### src/rtl/iv_pkg.sv
package iv_pkg;
    typedef enum logic {
        PH_IDLE = 1'b0,
        PH_RUN  = 1'b1
    } phase_e;

    localparam int EV_START = 0;
    localparam int EV_STOP  = 1;
    localparam int EV_NUM   = 2;
endpackage

### src/rtl/iv_match.sv
module iv_match #(
    parameter int AW = 16
) (
    input  logic          bus_valid,
    input  logic          bus_done,
    input  logic [AW-1:0] bus_addr,
    input  logic [AW-1:0] ref_addr,
    output logic          hit
);
    always_comb begin
        hit = bus_valid && bus_done && (bus_addr == ref_addr);
    end
endmodule

### src/rtl/iv_hang.sv
module iv_hang #(
    parameter int HW = 8
) (
    input  logic          clk,
    input  logic          rst_n,
    input  logic          bus_valid,
    input  logic          bus_done,
    input  logic [HW-1:0] limit,
    output logic          hang
);
    typedef struct packed {
        logic [HW-1:0] cnt;
        logic          fired;
        logic          pulse;
    } hst_t;

    hst_t hs_d, hs_q;
    logic pending;

    always_comb begin
        hs_d       = hs_q;
        hs_d.pulse = 1'b0;
        pending    = bus_valid && !bus_done;
        if (!pending) begin
            hs_d.cnt   = '0;
            hs_d.fired = 1'b0;
        end else if (!hs_q.fired && limit != '0) begin
            if (hs_q.cnt == limit - 1'b1) begin
                hs_d.pulse = 1'b1;
                hs_d.fired = 1'b1;
            end else begin
                hs_d.cnt = hs_q.cnt + 1'b1;
            end
        end
    end

    always_ff @(posedge clk) begin
        if (!rst_n) hs_q <= '0;
        else        hs_q <= hs_d;
    end

    assign hang = hs_q.pulse;

    // one pulse per stuck cycle
    a_r9_hang_one_clk: assert property (@(posedge clk) disable iff (!rst_n)
        hang |=> !hang);
endmodule

### src/rtl/iv_timer.sv
module iv_timer #(
    parameter int AW = 16,
    parameter int CW = 16,
    parameter int NW = 16,
    parameter int HW = 8
) (
    input  logic          clk,
    input  logic          rst_n,
    input  logic          bus_valid,
    input  logic          bus_done,
    input  logic [AW-1:0] bus_addr,
    input  logic [AW-1:0] cfg_start_addr,
    input  logic [AW-1:0] cfg_stop_addr,
    input  logic [CW-1:0] cfg_limit,
    input  logic [HW-1:0] cfg_hang_limit,
    input  logic          stats_clear,
    output logic [CW-1:0] last_dur,
    output logic [CW-1:0] min_dur,
    output logic [CW-1:0] max_dur,
    output logic [NW-1:0] evt_count,
    output logic          alarm,
    output logic          hang
);
    import iv_pkg::*;

    localparam logic [CW-1:0] DUR_MAX = {CW{1'b1}};
    localparam logic [NW-1:0] CNT_MAX = {NW{1'b1}};

    typedef struct packed {
        phase_e        ph;
        logic [CW-1:0] dur;
        logic [CW-1:0] last;
        logic [CW-1:0] mn;
        logic [CW-1:0] mx;
        logic [NW-1:0] cnt;
        logic          tmo;
    } st_t;

    logic [AW-1:0]     refs [EV_NUM];
    logic [EV_NUM-1:0] hit;

    assign refs[EV_START] = cfg_start_addr;
    assign refs[EV_STOP]  = cfg_stop_addr;

    for (genvar g = 0; g < EV_NUM; g++) begin : g_cmp
        iv_match #(.AW(AW)) u_cmp (
            .bus_valid (bus_valid),
            .bus_done  (bus_done),
            .bus_addr  (bus_addr),
            .ref_addr  (refs[g]),
            .hit       (hit[g])
        );
    end

    st_t st_d, st_q;

    always_comb begin
        st_d     = st_q;
        st_d.tmo = 1'b0;
        if (hit[EV_START]) begin
            st_d.ph  = PH_RUN;
            st_d.dur = {{(CW-1){1'b0}}, 1'b1};
        end else if (st_q.ph == PH_RUN) begin
            if (hit[EV_STOP]) begin
                st_d.ph   = PH_IDLE;
                st_d.last = st_q.dur;
                if (st_q.dur < st_q.mn) st_d.mn = st_q.dur;
                if (st_q.dur > st_q.mx) st_d.mx = st_q.dur;
                if (st_q.cnt != CNT_MAX) st_d.cnt = st_q.cnt + 1'b1;
            end else if (cfg_limit != '0 && st_q.dur >= cfg_limit) begin
                st_d.tmo = 1'b1;
                st_d.ph  = PH_IDLE;
            end else if (st_q.dur != DUR_MAX) begin
                st_d.dur = st_q.dur + 1'b1;
            end
        end
        if (stats_clear) begin
            st_d.mn  = DUR_MAX;
            st_d.mx  = '0;
            st_d.cnt = '0;
        end
    end

    always_ff @(posedge clk) begin
        if (!rst_n) begin
            st_q     <= '0;
            st_q.ph  <= PH_IDLE;
            st_q.mn  <= DUR_MAX;
        end else begin
            st_q <= st_d;
        end
    end

    assign last_dur  = st_q.last;
    assign min_dur   = st_q.mn;
    assign max_dur   = st_q.mx;
    assign evt_count = st_q.cnt;
    assign alarm     = st_q.tmo;

    iv_hang #(.HW(HW)) u_hang (
        .clk       (clk),
        .rst_n     (rst_n),
        .bus_valid (bus_valid),
        .bus_done  (bus_done),
        .limit     (cfg_hang_limit),
        .hang      (hang)
    );

    // alarm never lasts two clocks
    a_r3_alarm_one_clk: assert property (@(posedge clk) disable iff (!rst_n)
        alarm |=> !alarm);

    // once anything is recorded, min cannot exceed max
    a_r4_min_le_max: assert property (@(posedge clk) disable iff (!rst_n)
        (evt_count != '0) |-> (min_dur <= max_dur));

    // count moves by at most one without a clear
    a_r5_count_step: assert property (@(posedge clk) disable iff (!rst_n)
        !stats_clear |=> (evt_count == $past(evt_count)) ||
                         (evt_count == $past(evt_count) + 1'b1));

    // stop while idle leaves results untouched
    a_r6_idle_stop_ignored: assert property (@(posedge clk) disable iff (!rst_n)
        (st_q.ph == PH_IDLE && hit[EV_STOP] && !hit[EV_START] && !stats_clear)
        |=> $stable(last_dur) && $stable(evt_count));
endmodule

### config.mk
export PLATFORM = sky130hd
export DESIGN_NAME = iv_timer
export DESIGN_NICKNAME = d
export VERILOG_FILES = /design/src/rtl/iv_pkg.sv /design/src/rtl/iv_match.sv /design/src/rtl/iv_hang.sv /design/src/rtl/iv_timer.sv
export SDC_FILE = /design/constraint.sdc
export NUM_CORES = 1
export LEC_CHECK = 0
export BUFFER_PORTS_ARGS = -buffer_cell sky130_fd_sc_hd__buf_2
export CORE_UTILIZATION = 25
export CTS_BUF_LIST = sky130_fd_sc_hd__clkbuf_4 sky130_fd_sc_hd__clkbuf_8 sky130_fd_sc_hd__clkbuf_16
export DETAILED_ROUTE_END_ITERATION = 8
export PLACE_DENSITY = 0.52
export REMOVE_ABC_BUFFERS = 1
export SYNTH_ARGS = -nofsm -noshare
export SYNTH_HDL_FRONTEND = slang
export SYNTH_HIERARCHICAL = 1
export SYNTH_SLANG_ARGS = --single-unit
### constraint.sdc
create_clock -name clk -period 3.28 [get_ports clk]
set_input_delay 0.164 -clock clk [delete_from_list [all_inputs] [get_ports clk]]
set_output_delay 0.164 -clock clk [all_outputs]
set_load 0.02 [all_outputs]
==> reports/summary.txt <==
Status - finished, final reports clean
Total clock sinks - 92
Initial antenna violation count - 0
Finished Layout Cells - 1173
Synth unique cells - 55
Clock Latency Late Sink - 0.35 ns
Clock slew at reported path FFs - 0.07 ns
CTS resizes - 0
PortBufs - 142
Critical Path RT - 3.55 ns
Max Clk Rate - 362 MHz
Post-synthesis sequential area ratio - 29.4%
Total number of vias - 5357
Period minus WS final - 2.77 ns
Number of antenna diodes - 0
DRT iter0 DRCs - 267
PD cells - 319 mW/mm^2
Vias in the first global route - 5067
Crit. End Element - flip-flop
# placed instances - 1157
CP Launch Point - st_q[74]
Core area - 0.0245 sq mm
Syn-to-layout area delta - 16.1%
Static leakage - 0.00317 uW
Layout fillers - 2594
Largest net degree at the start of global routing - 44
Tcrit/Tclk final - 84.3%
Final net count - 973
Initial Utilization - 25.6%
Total gr overflow - 0
Hold Buf Count CTS - 0
Die area - 0.0257 sq mm
Reg2reg start - st_q[74]
Via/cell ratio - 4.57
Rows - 57
Worst slew margin - 28.2%
Fin. Hold Viols - 0
Global-route wire length before repair - 26800 microns
VDD IR max - 0.000244 V
Mapped cell area - 0.00626 sq mm
Synth Register Bits - 92
# IOs - 143
Max Cap Viol - 0
Total CTS buffers - 9
Setup Crit Path Kind - reg2reg
Clock Path Buffers - 2
GRT Overall Usage - 13.3%
Worst-path fanout max - 27
Slew @ Worst Pin - 1.08 ns
Die height - 160 microns
Yosys warns - 6
H-tree levels - 3
GPL Wtd Cong - 0.768
Routed Wire Length - 16800 microns
Final setup viols - 0
Cells after Synth - 756
Setup TNS - 0 ns
EDFF count, synth - 0
TritonRoute pass-1 iters - 6
Layout cells sized above 1 - 23.7%
Routed Antenna Nets - 0
Final Skew - 0.0123 ns
Die Wd - 160 microns
RSZ-0062 raised after global routing - no
Setup Buffers After CTS - 0
Top_reg_cell synth - dfxtp_1
Post-synthesis area per instance - 8.28 sq um
Critical Path Source Type - flip-flop
DR WL/cell - 14.4 microns
Fin. max-slew vios - 0
HP Class - in2reg
Synth async-reset ratio - 0%
Arrival @ worst endpoint - 3.04 ns
CTS tree - built
Root Driver - clkbuf_16
Post-DP HPWL - 13000 microns
Hold Startpoint - bus_done
Final Power - 2320 uW
Remaining DRCs - 0
[per-stage QoR]
stage          worst slack (ns)  hold WS [ns]  utilization, %  instance area [sq um]
2_1_floorplan             0.102         0.282               -                   5630
3_3_place_gp              0.456         0.450            28.5                   6980
3_5_place_dp              0.360         0.454            28.5                   6980
4_1_cts                   0.519         0.205            29.7                   7270
5_1_grt                   0.342         0.258            29.7                   7270
6_report                  0.514         0.217            29.7                   7270
[path summary, 6_finish.rpt]
kind	to	slack (ns)	cells past startpoint
worst max-delay path	st_q[72]	0.51	7
worst min-delay path	u_hang/hs_q[3]	0.22	4
worst max register to register	st_q[72]	0.51	7
worst min register to register	last_dur[15]	0.46	2
[cell families (layout without fill, tap and decap cells)]
logic type               Yosys count  in the layout  share of synthesized area, %
adder cells (fa/ha/maj)           52             52                          10.4
AO/OA/AOI/OAI                    140            140                          15.3
buffers and inverters            147            240                          13.1
XOR/XNOR                          56             56                          7.84
flip-flops                        92             92                          29.4
multiplexers                      24             24                          3.84
AND/OR/NAND/NOR                  245            245                          20.1
[power breakdown]
part           leakage [uW]  switching (uW)  total, uW  internal [uW]
sequential         0.000741           0.893       1120           1120
combinational       0.00228            89.8        171           81.5
clock              0.000144             471       1030            558
[state kept, by name, summed over array words and instances (netlist names)]
| name | flops |
|---|---|
| max_dur | 16 |
| u_hang/hang | 1 |
| last_dur | 16 |
| u_hang/hs_q | 9 |
| min_dur | 16 |
| evt_count | 16 |
| alarm | 1 |
| st_q | 17 |
[cell usage in the layout (no fill, tap or decap), types with 6 or more instances in the layout]
| cell type | netlist | final |
|---|---|---|
| a21boi_0 | 16 | 16 |
| a21o_1 | 10 | 10 |
| a21oi_1 | 37 | 37 |
| and3_1 | 11 | 11 |
| buf_2 | 5 | 142 |
| buf_4 | 67 | 30 |
| clkbuf_16 | 0 | 9 |
| dfxtp_1 | 92 | 92 |
| ha_1 | 52 | 52 |
| inv_1 | 52 | 52 |
| mux2i_1 | 24 | 24 |
| nand2_1 | 92 | 92 |
| nand2b_1 | 6 | 6 |
| nand3_1 | 18 | 18 |
| nand4_1 | 20 | 20 |
| nor2_1 | 38 | 38 |
| nor3_1 | 7 | 7 |
| nor4_1 | 8 | 8 |
| o211ai_1 | 26 | 26 |
| o21ai_0 | 11 | 11 |
| o31ai_1 | 13 | 13 |
| or3_1 | 7 | 7 |
| or4_1 | 17 | 17 |
| xnor2_1 | 36 | 36 |
| xor2_1 | 20 | 20 |
[layer usage]
layer | share of wire (%) | global-route usage [%] | wire length, microns
met1 | 48 | 17.3 | 8010
met4 | 1.6 | 3.68 | 269
met2 | 46 | 21.9 | 7680
met3 | 5.2 | 3.30 | 875
met5 | 0 | 0 | 0
[synth_stat cells (all sizes together) (24+ instances only)]
| master | count | area share (%) |
|---|---|---|
| inv | 52 | 3.1 |
| xnor2 | 36 | 5.0 |
| nand2 | 92 | 5.5 |
| nor2 | 38 | 2.3 |
| o211ai | 26 | 3.1 |
| buf | 75 | 8.7 |
| a21oi | 37 | 3.0 |
| dfxtp | 92 | 29 |
| mux2i | 24 | 3.8 |
| ha | 52 | 10 |
[critical path, cell delays in order, from the launching register on]
cell     delay (ns)
dfxtp_1        0.61
ha_1           0.33
a21oi_1        0.15
nor2_1         0.05
a31o_1         0.23
o31a_1         0.56
or4_1          0.57
a21oi_1        0.17
[final cells by class]
class | count | area [sq um] | share of cell area (%)
multi-input combinational | 517 | 3600 | 49.5
sequential | 92 | 1840 | 25.3
timing repair buffer | 172 | 936 | 12.9
tap | 324 | 405 | 5.58
clock buffer | 12 | 254 | 3.50
inverter | 52 | 195 | 2.69
clock inverter | 4 | 35.0 | 0.482
Note: power is estimated with default switching activity, not from simulation.
